--- src/rtl/iopin_pkg.sv ---
package iopin_pkg;

    typedef enum logic [1:0] {
        DRV_AUTO       = 2'd0,
        DRV_OPEN_DRAIN = 2'd1,
        DRV_PUSH_ONLY  = 2'd2,
        DRV_RESERVED   = 2'd3
    } drv_mode_e;

    typedef enum logic [1:0] {
        PULL_OFF_A = 2'd0,
        PULL_DOWN  = 2'd1,
        PULL_OFF_B = 2'd2,
        PULL_UP    = 2'd3
    } pull_sel_e;

    typedef enum logic [1:0] {
        EVS_WARMUP  = 2'd0,
        EVS_QUIET   = 2'd1,
        EVS_LATCHED = 2'd2
    } evt_state_e;

    typedef struct packed {
        pull_sel_e pull;
        drv_mode_e mode;
    } pin_cfg_t;

    localparam int unsigned CFG_W     = $bits(pin_cfg_t);
    localparam int unsigned LEVEL_BIT = 0;
    localparam int unsigned FLAG_BIT  = 1;

endpackage

--- src/rtl/iopin_sync.sv ---
module iopin_sync #(
    parameter int unsigned STAGES = 2
) (
    input  logic clk,
    input  logic rst_n,
    input  logic pad_in,
    output logic level,
    output logic change
);
    logic [STAGES-1:0] pipe;
    logic              last;

    generate
        if (STAGES == 1) begin : g_single
            always_ff @(posedge clk or negedge rst_n) begin
                if (!rst_n) pipe <= '0;
                else        pipe <= pad_in;
            end
        end else begin : g_chain
            always_ff @(posedge clk or negedge rst_n) begin
                if (!rst_n) pipe <= '0;
                else        pipe <= {pipe[STAGES-2:0], pad_in};
            end
        end
    endgenerate

    always_ff @(posedge clk or negedge rst_n) begin
        if (!rst_n) last <= 1'b0;
        else        last <= pipe[STAGES-1];
    end

    assign level  = pipe[STAGES-1];
    assign change = pipe[STAGES-1] ^ last;
endmodule

--- src/rtl/iopin_drive.sv ---
module iopin_drive
    import iopin_pkg::*;
(
    input  drv_mode_e mode,
    input  pull_sel_e pull,
    input  logic      periph_out,
    input  logic      periph_oe,
    output logic      pad_out,
    output logic      pad_oe,
    output logic      pull_up_en,
    output logic      pull_dn_en
);
    always_comb begin
        pad_out = periph_out;
        pad_oe  = periph_oe;
        unique case (mode)
            DRV_AUTO, DRV_RESERVED: begin
                pad_out = periph_out;
                pad_oe  = periph_oe;
            end
            DRV_OPEN_DRAIN: begin
                pad_out = 1'b0;
                pad_oe  = periph_oe & ~periph_out;
            end
            DRV_PUSH_ONLY: begin
                pad_out = 1'b1;
                pad_oe  = periph_oe & periph_out;
            end
        endcase
    end

    always_comb begin
        pull_up_en = 1'b0;
        pull_dn_en = 1'b0;
        unique case (pull)
            PULL_OFF_A, PULL_OFF_B: ;
            PULL_DOWN:              pull_dn_en = 1'b1;
            PULL_UP:                pull_up_en = 1'b1;
        endcase
    end
endmodule

--- src/rtl/iopin_regs.sv ---
module iopin_regs
    import iopin_pkg::*;
#(
    parameter int unsigned       ADDR_W = 16,
    parameter int unsigned       DATA_W = 8,
    parameter logic [ADDR_W-1:0] BASE   = '0,
    parameter int unsigned       STAGES = 2
) (
    input  logic              clk,
    input  logic              rst_n,
    input  logic [ADDR_W-1:0] bus_addr,
    input  logic              bus_wr_en,
    input  logic [DATA_W-1:0] bus_wdata,
    output logic [DATA_W-1:0] bus_rdata,
    input  logic              level,
    input  logic              change,
    output pin_cfg_t          cfg,
    output logic              evt_flag
);
    localparam int unsigned       CNT_W    = $clog2(STAGES + 1) + 1;
    localparam logic [CNT_W-1:0]  WARM_END = CNT_W'(STAGES);
    localparam logic [ADDR_W-1:0] CFG_ADDR = BASE + ADDR_W'(1);

    logic       hit_stat, hit_cfg, clr_req;
    logic [CNT_W-1:0] warm_cnt;
    evt_state_e state_q, state_d;

    assign hit_stat = (bus_addr == BASE);
    assign hit_cfg  = (bus_addr == CFG_ADDR);
    assign clr_req  = bus_wr_en & hit_stat & ~bus_wdata[FLAG_BIT];

    // State register
    always_ff @(posedge clk or negedge rst_n) begin
        if (!rst_n) state_q <= EVS_WARMUP;
        else        state_q <= state_d;
    end

    // Warm-up counter, active only in WARMUP
    always_ff @(posedge clk or negedge rst_n) begin
        if (!rst_n)                       warm_cnt <= '0;
        else if (state_q == EVS_WARMUP)   warm_cnt <= warm_cnt + CNT_W'(1);
    end

    // Next-state logic: a change outranks a clear
    always_comb begin
        state_d = state_q;
        unique case (state_q)
            EVS_WARMUP:  if (warm_cnt == WARM_END) state_d = EVS_QUIET;
            EVS_QUIET:   if (change)               state_d = EVS_LATCHED;
            EVS_LATCHED: if (clr_req && !change)   state_d = EVS_QUIET;
            default:                               state_d = EVS_WARMUP;
        endcase
    end

    // Output process
    always_comb begin
        evt_flag = (state_q == EVS_LATCHED);
    end

    // Setup register, write-only
    always_ff @(posedge clk or negedge rst_n) begin
        if (!rst_n)                    cfg <= '0;
        else if (bus_wr_en && hit_cfg) cfg <= pin_cfg_t'(bus_wdata[CFG_W-1:0]);
    end

    // Read path
    always_comb begin
        bus_rdata = '0;
        if (hit_stat) begin
            bus_rdata[LEVEL_BIT] = level;
            bus_rdata[FLAG_BIT]  = evt_flag;
        end
    end
endmodule

--- src/rtl/iopin_ctl.sv ---
module iopin_ctl
    import iopin_pkg::*;
#(
    parameter int unsigned ADDR_W      = 16,
    parameter int unsigned DATA_W      = 8,
    parameter int unsigned SYNC_STAGES = 2,
    parameter bit          IS_ANALOG   = 1'b0,
    parameter int unsigned PIN_IDX     = 0,
    parameter int unsigned DIG_BASE    = 32'hE060,
    parameter int unsigned ANA_BASE    = 32'hE000,
    parameter int unsigned PIN_STRIDE  = 32'h10
) (
    input  logic              clk,
    input  logic              rst_n,
    input  logic [ADDR_W-1:0] bus_addr,
    input  logic              bus_wr_en,
    input  logic [DATA_W-1:0] bus_wdata,
    output logic [DATA_W-1:0] bus_rdata,
    input  logic              periph_out,
    input  logic              periph_oe,
    input  logic              pad_in,
    output logic              pad_out,
    output logic              pad_oe,
    output logic              pull_up_en,
    output logic              pull_dn_en
);
    localparam int unsigned       BASE_INT = (IS_ANALOG ? ANA_BASE : DIG_BASE) + PIN_STRIDE * PIN_IDX;
    localparam logic [ADDR_W-1:0] BASE     = ADDR_W'(BASE_INT);

    logic     sync_level, sync_change, evt_flag;
    pin_cfg_t cfg_q;
    logic [1:0] cfg_mode;

    assign cfg_mode = cfg_q.mode;

    iopin_sync #(.STAGES(SYNC_STAGES)) u_sync (
        .clk    (clk),
        .rst_n  (rst_n),
        .pad_in (pad_in),
        .level  (sync_level),
        .change (sync_change)
    );

    iopin_regs #(
        .ADDR_W (ADDR_W),
        .DATA_W (DATA_W),
        .BASE   (BASE),
        .STAGES (SYNC_STAGES)
    ) u_regs (
        .clk       (clk),
        .rst_n     (rst_n),
        .bus_addr  (bus_addr),
        .bus_wr_en (bus_wr_en),
        .bus_wdata (bus_wdata),
        .bus_rdata (bus_rdata),
        .level     (sync_level),
        .change    (sync_change),
        .cfg       (cfg_q),
        .evt_flag  (evt_flag)
    );

    iopin_drive u_drive (
        .mode       (cfg_q.mode),
        .pull       (cfg_q.pull),
        .periph_out (periph_out),
        .periph_oe  (periph_oe),
        .pad_out    (pad_out),
        .pad_oe     (pad_oe),
        .pull_up_en (pull_up_en),
        .pull_dn_en (pull_dn_en)
    );
endmodule

--- config.mk ---
export PLATFORM = sky130hd
export DESIGN_NAME = iopin_ctl
export DESIGN_NICKNAME = d
export VERILOG_FILES = /design/src/rtl/iopin_pkg.sv /design/src/rtl/iopin_sync.sv /design/src/rtl/iopin_drive.sv /design/src/rtl/iopin_regs.sv /design/src/rtl/iopin_ctl.sv
export SDC_FILE = /design/constraint.sdc
export NUM_CORES = 1
export LEC_CHECK = 0
export ABC_AREA = 1
export BUFFER_PORTS_ARGS = -buffer_cell sky130_fd_sc_hd__buf_2
export CAP_MARGIN = 0
export CORE_ASPECT_RATIO = 0.9
export CORE_UTILIZATION = 42
export CTS_CLUSTER_DIAMETER = 80
export DETAILED_ROUTE_END_ITERATION = 16
export HOLD_SLACK_MARGIN = 0.12
export PLACE_DENSITY = 0.87
export SLEW_MARGIN = 10
export SYNTH_ARGS = -nofsm -noshare
export SYNTH_HDL_FRONTEND = slang
export SYNTH_SLANG_ARGS = --single-unit
export TNS_END_PERCENT = 5
--- constraint.sdc ---
create_clock -name clk -period 1.6 [get_ports clk]
set_clock_uncertainty 0.2 [all_clocks]
set_input_delay 0.32 -clock clk [delete_from_list [all_inputs] [get_ports clk]]
set_output_delay 0.32 -clock clk [all_outputs]
set_load 0.1 [all_outputs]
==> results.json <==
{
  "status": "complete, but fails checks",
  "violations": "negative setup slack",
  "grt_max_degree": 13,
  "cp_slowest_stage_delay_ps": 410,
  "syn_to_final_growth_pct": 61.7,
  "grt_pass1_wl_mm": 2.93,
  "yosys.area_share.simple_pct": 31.0,
  "nets": 173,
  "clock_path_buffers": 2,
  "synthXorXnorAreaFrac_pct": 3.62,
  "avgSynthCellArea_um2": 7.80,
  "p_int_w": 0.000667,
  "crit_buf_inv": 1,
  "power_leakage_nw": 0.620,
  "drv_cap": 0,
  "gp_congestion": 0.797,
  "wire_per_inst_um": 11.3,
  "design_area_um2": 1170,
  "power_frac_seq_pct": 40.6,
  "fin_crit_ps": 1880,
  "hold_violations": 0,
  "io_pins": 42,
  "yosys_warnings": 0,
  "layout-drive-gt1-share_pct": 45.3,
  "yosysSeqAreaShare_pct": 41.4,
  "crit_type": "reg -> out",
  "die_w_um": 45.8,
  "path_clk_slew_ps": 80,
  "cts_sinks": 12,
  "yosysTopAreaCell": "dfrtp_1",
  "setup_slack_ps": -280,
  "synth_flop_cell": "dfrtp_1",
  "n_antenna_cell": 0,
  "irDropWorstVdd_mv": 0.566,
  "pwr_density_cell_nw_per_um2": 939,
  "synth_common_cells": "22 x nand2_1, 13 x inv_1, 12 x dfrtp_1, 11 x nor2_1, 6 x buf_4",
  "cts_buffers": 3,
  "synthMuxAreaShare_pct": 0,
  "p_clk_share_pct": 22.4,
  "fmax_mhz": 532,
  "synth_seq_cells": 12,
  "finish.utilization_pct": 76.8,
  "vias": 729,
  "synth_edf_count": 0,
  "antenna_found_initial": 0,
  "place_ws_ps": -224,
  "track_usage_pct": 22.3,
  "syn_inst": 93,
  "grt.overflow.total": 0,
  "crit_chain": "ha_4 -> xnor2_2 -> o21a_1 -> buf_12",
  "cts_max_level": 1,
  "synth_top_family_by_area": "simple AND/OR/NAND/NOR gates",
  "root_buffer": "clkbuf_4",
  "worstPathRequired_ps": 1080,
  "critPathCaptureType": "output pin",
  "drt-initial-drc-count": 17,
  "placed_area_um2": 1020,
  "hold_class": "reg -> reg",
  "synth_area_um2": 726,
  "maxSlewViolCount": 0,
  "p_sw_w": 0.000435,
  "crit_fanout": 2,
  "fillers": 115,
  "finalCritPeriodShare_pct": 118,
  "rows": 13,
  "setup-tns-final_ps": -680,
  "drtPass1Iterations": 4,
  "synthAdderAreaFrac_pct": 5.17,
  "synth_top_area_share_pct": 41.4,
  "crit_path_start_kind": "flop",
  "route.detailed.drc": 0,
  "synth_most_common_cell": "nand2_1",
  "cp.arrival_ps": 1360,
  "grt_pass1_vias": 716,
  "insertion_delay_ps": 280,
  "die_area_um2": 1900,
  "comb_power_share_pct": 37.0,
  "wl_mm": 1.82,
  "via_per_inst": 4.53,
  "synth.area.top_cells": "dfrtp_1 41%, nand2_1 11%, inv_1 6.7%",
  "swShare_pct": 39.5,
  "yosysUniqueCellTypes": 21,
  "crit_family": "flip-flops",
  "dieHeight_um": 41.4,
  "io_buffers": 31,
  "antenna_left": 0,
  "cp_slowest_cell": "dfrtp_1",
  "dp_hpwl_mm": 1.20,
  "synthArstFlopShare_pct": 100,
  "setup_violations": 4,
  "synth_compound_area_share_pct": 4.83,
  "initial_core_util_pct": 47.5,
  "cts_tree": "built",
  "core_area_um2": 1530,
  "rsz0062_at_grt": "true"
}
-- per-stage QoR --
stage | hold WS (ps) | power, W | std cells
finish | 158 | 0.00110 | 161
global route | 170 | 0.00116 | 161
CTS | 161 | 0.00109 | 159
detailed placement | 6.55 | 0.000831 | 149
global placement | 4.31 | 0.000798 | 149
floorplan | -176 | 0.000737 | 98
-- worst reg2reg max path, stage by stage (launching register included) --
cell and delay [ps]:
dfrtp_1 410, inv_1 80, ha_1 140, inv_1 40, o21ai_0 230, nand2_2 90
nor2_2 70
-- timing repair --
item	4_1_cts	5_1_grt
endpoints found under the hold margin	17	0
hold buffers	6	0
endpoints found under the setup margin	4	6
buffers inserted	0	2
pin swaps	5	3
gates resized for setup	5	6
-- kinds of logic after synthesis --
family / count (synthesis)
buffers and inverters: 20
and+or+nand+nor: 48
AOI/OAI and AO/OA: 6
adders and majority gates: 3
xor gates and xnor gates: 3
DFF: 12
other: 1
-- per-layer routing --
metal	wire (um)	GRT usage, %	vias to the layer above
met4	38	12.4	0
met3	77	3.91	4
li1	-	-	365
met1	677	22.8	329
met5	0	0	-
met2	1030	40.6	31
-- placed cells by master (no fill, tap or decap) --
cell	instances
buf_2	25
nand2_1	19
dfrtp_1	12
inv_1	11
nor2_1	8
conb_1	6
dlygate4sd3_1	6
buf_12	6
buf_4	6
nor2_2	5
nand2_2	5
nand3_1	4
inv_2	3
nor2_4	3
clkbuf_4	3
o21a_1	2
ha_1	2
nand2_4	1
o21ai_2	1
xnor2_2	1
nor3_4	1
nand4_1	1
a21oi_1	1
xor2_1	1
o21ai_1	1
nand3_2	1
o21ai_0	1
xnor2_1	1
ha_4	1
clkbuf_8	1
-- sequential cells by signal, summed over array words and instances, names as in the netlist --
name             flops
u_regs.cfg           4
u_regs.state_q       2
u_regs.warm_cnt      3
u_sync.last          1
u_sync.pipe          2
-- power by group through the flow --
stage	Combinational, W	Clock [W]	Sequential [W]
after floorplan	0.000302	0	0.000435
after global placement	0.000355	0	0.000443
after detailed placement	0.000379	0	0.000452
after CTS	0.000398	0.000247	0.000446
after global routing	0.000447	0.000260	0.000456
final	0.000408	0.000247	0.000447
-- layout make-up --
| type | instances | area, um2 | area share [%] |
|---|---|---|---|
| clock buffer | 4 | 36.3 | 3.09 |
| inverter | 14 | 52.6 | 4.48 |
| multi-input combinational | 66 | 407 | 34.6 |
| sequential | 12 | 300 | 25.6 |
| tap | 22 | 27.5 | 2.35 |
| timing repair buffer | 43 | 350 | 29.9 |
-- final timing paths --
kind / end / slack, ps / cells after the start / start
worst max-delay path: pad_oe / -280 / 4 / u_regs.cfg[1]
worst min-delay path: u_sync.pipe[1] / 160 / 0 / u_sync.pipe[0]
worst max register to register: u_regs.state_q[0] / 280 / 6 / u_regs.warm_cnt[0]
worst min register to register: u_sync.pipe[1] / 160 / 0 / u_sync.pipe[0]
max in group asynchronous: u_regs.warm_cnt[1] / 720 / 2 / rst_n
min in group asynchronous: u_regs.cfg[3] / 270 / 2 / rst_n
Note: power is estimated with default switching activity, not from simulation.
